===== src/rtl/tcw_pkg.sv =====
package tcw_pkg;
  typedef enum logic [1:0] {
    PH_IDLE = 2'd0,
    PH_ADDR = 2'd1,
    PH_DATA = 2'd2,
    PH_END  = 2'd3
  } phase_t;
endpackage


===== src/rtl/tcw_sync.sv =====
// Multi-stage synchroniser; resets to the bus idle level (all ones).
module tcw_sync #(
  parameter int W      = 5,
  parameter int STAGES = 2
) (
  input  logic         clk,
  input  logic         rst,
  input  logic [W-1:0] d,
  output logic [W-1:0] q
);
  logic [W-1:0] stg [STAGES];

  always_ff @(posedge clk) begin
    if (rst) begin
      for (int i = 0; i < STAGES; i++) stg[i] <= '1;
    end else begin
      stg[0] <= d;
      for (int i = 1; i < STAGES; i++) stg[i] <= stg[i-1];
    end
  end

  assign q = stg[STAGES-1];
endmodule


===== src/rtl/tcw_frame.sv =====
// Frame decoder: edge detection, shift register, phase tracking, readback.
module tcw_frame
  import tcw_pkg::*;
#(
  parameter int          W         = 8,
  parameter int          NFUNC     = 8,
  parameter int          NSTAT     = 2,
  parameter int unsigned BASE_ADDR = 'h40,
  parameter int          READ_IDX  = 7,
  localparam int         IDX_W     = $clog2(NFUNC),
  localparam int         CNT_W     = $clog2(W + 1)
) (
  input  logic             clk,
  input  logic             rst,
  input  logic             s_clk,
  input  logic             s_id,
  input  logic             s_data,
  input  logic [NSTAT-1:0] s_stat,
  output logic             id_rise,
  output logic             hit,
  output logic [CNT_W-1:0] cnt,
  output logic             wr_en,
  output logic [IDX_W-1:0] wr_idx,
  output logic [W-1:0]     wr_data,
  output logic             pull
);
  localparam logic [W-1:0]     BASE_V = W'(BASE_ADDR);
  localparam logic [IDX_W-1:0] RD_SEL = IDX_W'(READ_IDX);
  localparam logic [CNT_W-1:0] CNT_MAX = CNT_W'(W);

  phase_t           ph;
  logic             clk_q, id_q;
  logic             clk_rise, id_fall;
  logic [W-1:0]     sh;
  logic [IDX_W-1:0] sel;
  logic [NSTAT-1:0] stat_l;
  logic             addr_match;

  assign clk_rise   = s_clk & ~clk_q;
  assign id_rise    = s_id & ~id_q;
  assign id_fall    = ~s_id & id_q;
  assign addr_match = (sh[W-1:IDX_W] == BASE_V[W-1:IDX_W]);

  always_ff @(posedge clk) begin
    if (rst) begin
      clk_q  <= 1'b1;
      id_q   <= 1'b1;
      ph     <= PH_IDLE;
      sh     <= '0;
      hit    <= 1'b0;
      sel    <= '0;
      cnt    <= '0;
      stat_l <= '1;
    end else begin
      clk_q <= s_clk;
      id_q  <= s_id;
      if (clk_rise) sh <= {sh[W-2:0], s_data};
      unique case (ph)
        PH_IDLE: if (id_fall) ph <= PH_ADDR;
        PH_ADDR: begin
          if (id_rise) begin
            hit    <= addr_match;
            sel    <= sh[IDX_W-1:0];
            stat_l <= s_stat;
            cnt    <= '0;
            ph     <= PH_DATA;
          end
        end
        PH_DATA: begin
          if (clk_rise && cnt != CNT_MAX) cnt <= cnt + 1'b1;
          if (id_fall) ph <= (cnt != '0) ? PH_END : PH_ADDR;
        end
        PH_END: if (id_rise) ph <= PH_IDLE;
        default: ph <= PH_IDLE;
      endcase
    end
  end

  assign wr_en   = (ph == PH_END) && id_rise && hit && (sel != RD_SEL);
  assign wr_idx  = sel;
  assign wr_data = sh;

  always_comb begin
    pull = 1'b0;
    if (ph == PH_DATA && hit && sel == RD_SEL) begin
      for (int i = 0; i < NSTAT; i++) begin
        if (cnt == CNT_W'(i) && !stat_l[i]) pull = 1'b1;
      end
    end
  end
endmodule


===== src/rtl/tcw_regbank.sv =====
// Function holding registers, one per address of the block.
module tcw_regbank #(
  parameter int W     = 8,
  parameter int NFUNC = 8,
  localparam int IDX_W = $clog2(NFUNC)
) (
  input  logic               clk,
  input  logic               rst,
  input  logic               wr_en,
  input  logic [IDX_W-1:0]   wr_idx,
  input  logic [W-1:0]       wr_data,
  output logic [NFUNC*W-1:0] func_o
);
  for (genvar g = 0; g < NFUNC; g++) begin : g_reg
    logic [W-1:0] r;
    always_ff @(posedge clk) begin
      if (rst) r <= '0;
      else if (wr_en && wr_idx == IDX_W'(g)) r <= wr_data;
    end
    assign func_o[g*W +: W] = r;
  end
endmodule


===== src/rtl/tcw_ctrl_slave.sv =====
module tcw_ctrl_slave #(
  parameter int          BYTE_W      = 8,
  parameter int          NFUNC       = 8,
  parameter int          NSTAT       = 2,
  parameter int unsigned BASE_ADDR   = 'h40,
  parameter int          READ_IDX    = 7,
  parameter int          SYNC_STAGES = 2,
  localparam int         IDX_W       = $clog2(NFUNC),
  localparam int         CNT_W       = $clog2(BYTE_W + 1),
  localparam int         SYNC_W      = 3 + NSTAT
) (
  input  logic                    clk,
  input  logic                    rst,
  input  logic                    bus_clk_i,
  input  logic                    bus_id_i,
  input  logic                    bus_data_i,
  input  logic [NSTAT-1:0]        stat_i,
  output logic                    bus_data_pull_o,
  output logic [NFUNC*BYTE_W-1:0] func_o
);
  logic [SYNC_W-1:0] sync_q;
  logic              id_rise, hit, wr_en;
  logic [CNT_W-1:0]  cnt;
  logic [IDX_W-1:0]  wr_idx;
  logic [BYTE_W-1:0] wr_data;

  tcw_sync #(.W(SYNC_W), .STAGES(SYNC_STAGES)) u_sync (
    .clk (clk),
    .rst (rst),
    .d   ({stat_i, bus_data_i, bus_id_i, bus_clk_i}),
    .q   (sync_q)
  );

  tcw_frame #(
    .W(BYTE_W), .NFUNC(NFUNC), .NSTAT(NSTAT),
    .BASE_ADDR(BASE_ADDR), .READ_IDX(READ_IDX)
  ) u_frame (
    .clk     (clk),
    .rst     (rst),
    .s_clk   (sync_q[0]),
    .s_id    (sync_q[1]),
    .s_data  (sync_q[2]),
    .s_stat  (sync_q[SYNC_W-1:3]),
    .id_rise (id_rise),
    .hit     (hit),
    .cnt     (cnt),
    .wr_en   (wr_en),
    .wr_idx  (wr_idx),
    .wr_data (wr_data),
    .pull    (bus_data_pull_o)
  );

  tcw_regbank #(.W(BYTE_W), .NFUNC(NFUNC)) u_bank (
    .clk     (clk),
    .rst     (rst),
    .wr_en   (wr_en),
    .wr_idx  (wr_idx),
    .wr_data (wr_data),
    .func_o  (func_o)
  );
endmodule


===== config.mk =====
export PLATFORM = sky130hd
export DESIGN_NAME = tcw_ctrl_slave
export DESIGN_NICKNAME = d
export VERILOG_FILES = /design/src/rtl/tcw_pkg.sv /design/src/rtl/tcw_sync.sv /design/src/rtl/tcw_frame.sv /design/src/rtl/tcw_regbank.sv /design/src/rtl/tcw_ctrl_slave.sv
export SDC_FILE = /design/constraint.sdc
export NUM_CORES = 1
export LEC_CHECK = 0
export ABC_AREA = 1
export ABC_CLOCK_PERIOD_IN_PS = 1600
export BUFFER_PORTS_ARGS = -buffer_cell sky130_fd_sc_hd__buf_4
export CORE_MARGIN = 3
export CORE_UTILIZATION = 55
export DETAILED_ROUTE_END_ITERATION = 10
export PLACE_DENSITY = 0.79
export SYNTH_ARGS = -nofsm -noshare
export SYNTH_HDL_FRONTEND = slang
export SYNTH_SLANG_ARGS = --single-unit

===== constraint.sdc =====
create_clock -name clk -period 1.6 [get_ports clk]
set_input_delay 0.08 -clock clk [delete_from_list [all_inputs] [get_ports clk]]
set_output_delay 0.08 -clock clk [all_outputs]
set_load 0.05 [all_outputs]

==> flow_metrics.env <==
export IMPL_status="completed"
export IMPL_antenna_found_initial=0
export IMPL_h_tree_depth=3
export IMPL_final_cell_mix="139 x nor2_1, 124 x nand2_1, 90 x dfxtp_1"
export IMPL_worstHoldStart="rst"
export IMPL_start_util=0.577
export IMPL_tightest_slew_ps=505
export IMPL_postSynthCellCount=555
export IMPL_clk_path_buf_depth=2
export IMPL_crit_type="reg2out"
export IMPL_stdcell_area_mm2=0.00488
export IMPL_holdWs_ps=15.4
export IMPL_core_mm2=0.00694
export IMPL_grt_pass1_vias=2995
export IMPL_fillers=541
export IMPL_first_iter_violations=171
export IMPL_io_pins=72
export IMPL_fmax_ghz=0.647
export IMPL_netlist_area_mm2=0.00401
export IMPL_setup_viol=0
export IMPL_n_antenna_cell=0
export IMPL_drc_errors=0
export IMPL_skew_ps=9.12
export IMPL_hold_class="in2reg"
export IMPL_io_buffers=71
export IMPL_timing_rr_start="u_frame.ph[1]"
export IMPL_rows=30
export IMPL_grt_overflow=0
export IMPL_ys_ff_latch=96
export IMPL_die_h_um=91.3
export IMPL_fin_crit_sh=0.966
export IMPL_powerDensity_mw_per_mm2=838
export IMPL_required_ps=1520
export IMPL_power_total_mw=4.08
export IMPL_layout_commonest_cell="nor2_1"
export IMPL_dp_cells=701
export IMPL_maxSlewViolCount=0
export IMPL_drtPass1Iterations=4
export IMPL_numCtsBuffers=9
export IMPL_crit_start="u_frame.cnt[1]"
export IMPL_relSlewSlack=0.663
export IMPL_grt_pass1_wl_mm=13.5
export IMPL_wl_per_cell_um=11.3
export IMPL_vias_per_cell=4.60
export IMPL_hpwlAfterDp_mm=5.53
export IMPL_area_delta_synth_final_pct=21.7
export IMPL_vias=3352
export IMPL_avgSynthCellArea_um2=7.22
export IMPL_cap_viol_max_count=0
export IMPL_synth_nets=565
export IMPL_hold_viol_final=0
export IMPL_cp_end_kind="output port"
export IMPL_path_clk_slew_ps=100
export IMPL_die_area_mm2=0.00834
export IMPL_rr_worst_depth=7
export IMPL_rsz0062_at_grt="yes"
export IMPL_gp_congestion=0.804
export IMPL_final_layout_size_suffix_gt1_frac=0.234
export IMPL_dieWidth_um=91.3
export IMPL_clock_sinks=96
export IMPL_fin_crit_ps=1550
export IMPL_synthDistinctLibCells=28
export IMPL_p_leak_nw=2.65
export IMPL_placed_area_mm2=0.00454
export IMPL_wl_mm=8.21
export IMPL_cp_start_kind="flop"
export IMPL_final_nets=637
export IMPL_ys_warn_count=0
export IMPL_arrival_ps=1470
export IMPL_tns_ps=0
export IMPL_ant_nets=0
export IMPL_clk_insertion_delay_late_ps=360
export IMPL_cts_tree="built"
export IMPL_cts_root_buf="clkbuf_8"
export IMPL_stdcell_count=728
export IMPL_vdd_ir_drop_max_uv=699
export IMPL_grt_start_max_net_pins=28
export IMPL_whs_path_depth=2
export IMPL_seq_area_frac_synth=0.480
export IMPL_grtUsageTotal=0.201
export IMPL_crit_fanout=3
-- flip-flops by register name, summed over array words and instances, names as in the netlist --
register and count:
u_frame.id_q 1, u_bank.g.r 64, u_frame.ph 2, u_frame.wr_idx 3
u_frame.wr_data 8, u_frame.clk_q 1, u_frame.cnt 4, u_sync.stg 10
u_frame.stat_l 2, u_frame.hit 1
-- cell usage after synthesis (all sizes together) --
master | count | share of area
nand2 | 139 | 0.14
buf | 14 | 0.030
nor2 | 141 | 0.14
inv | 86 | 0.081
nand3 | 20 | 0.048
o21ai | 14 | 0.017
xnor2 | 1 | 0.0022
a21oi | 11 | 0.014
o22ai | 1 | 0.0016
ha | 3 | 0.0094
nor3 | 3 | 0.0050
nand4 | 2 | 0.0031
nor3b | 1 | 0.0019
a21boi | 1 | 0.0019
clkbuf | 12 | 0.012
or2 | 10 | 0.016
dfxtp | 96 | 0.48
-- worst paths after layout --
kind                                to  slack (ps)
setup reg to reg  u_bank.g_reg[6].r[3]         180
setup / recovery       bus_data_pull_o          50
hold reg to reg       u_sync.stg[0][9]         420
hold / removal    u_bank.g_reg[7].r[5]          20
-- power breakdown --
group	internal, mW	switching (mW)	total [mW]	leakage (nW)
combinational	0.0590	0.0755	0.135	1.77
sequential	2.41	0.0342	2.45	0.780
clock	0.601	0.902	1.50	0.0980
total	3.07	1.01	4.08	2.65
-- what timing repair did --
item	4_1_cts	5_1_grt
endpoints found under the setup margin	1	1
hold buffers	5	0
setup buffers	2	4
pin swaps	1	2
gates resized for setup	12	7
hold endpoints to repair	5	0
-- per-layer routing --
| layer | share of wire | wire length, um | vias to the layer above | GRT usage |
|---|---|---|---|---|
| met5 | 0 | 0 | - | 0 |
| li1 | - | - | 1774 | - |
| met3 | 0.073 | 599 | 8 | 0.0414 |
| met2 | 0.49 | 4000 | 96 | 0.333 |
| met1 | 0.43 | 3540 | 1474 | 0.260 |
| met4 | 0.0096 | 79 | 0 | 0.0678 |
-- logic make-up (layout without fill, tap and decap cells) --
family,after synthesis,count (layout),synth area share
AO/OA/AOI/OAI,27,27,0.0347
XOR/XNOR,1,1,0.00219
adder cells (fa/ha/maj),3,3,0.00937
buffers and inverters,112,189,0.123
flip-flops,96,96,0.480
AND/OR/NAND/NOR,316,316,0.351
-- metrics by stage --
stage	worst slack [ps]	utilization
4_1_cts	2.70	0.694
2_1_floorplan	77.2	-
5_1_grt	-11.8	0.702
3_5_place_dp	185	0.654
6_report	53.8	0.702
3_3_place_gp	259	0.654
-- layout make-up --
type | count | area (um^2) | area share
sequential | 96 | 1930 | 0.396
multi-input combinational | 347 | 1630 | 0.334
timing repair buffer | 87 | 682 | 0.140
inverter | 86 | 328 | 0.0672
clock buffer | 9 | 124 | 0.0254
tap | 96 | 120 | 0.0246
clock inverter | 7 | 62.6 | 0.0128
-- worst max-delay path: stages, from the launching register on --
cell and delay [ps]:
dfxtp_2 340, inv_4 80, ha_4 130, inv_2 30, o22ai_1 130, nor3b_2 220
buf_6 190
(Power assumes the default switching activity.)
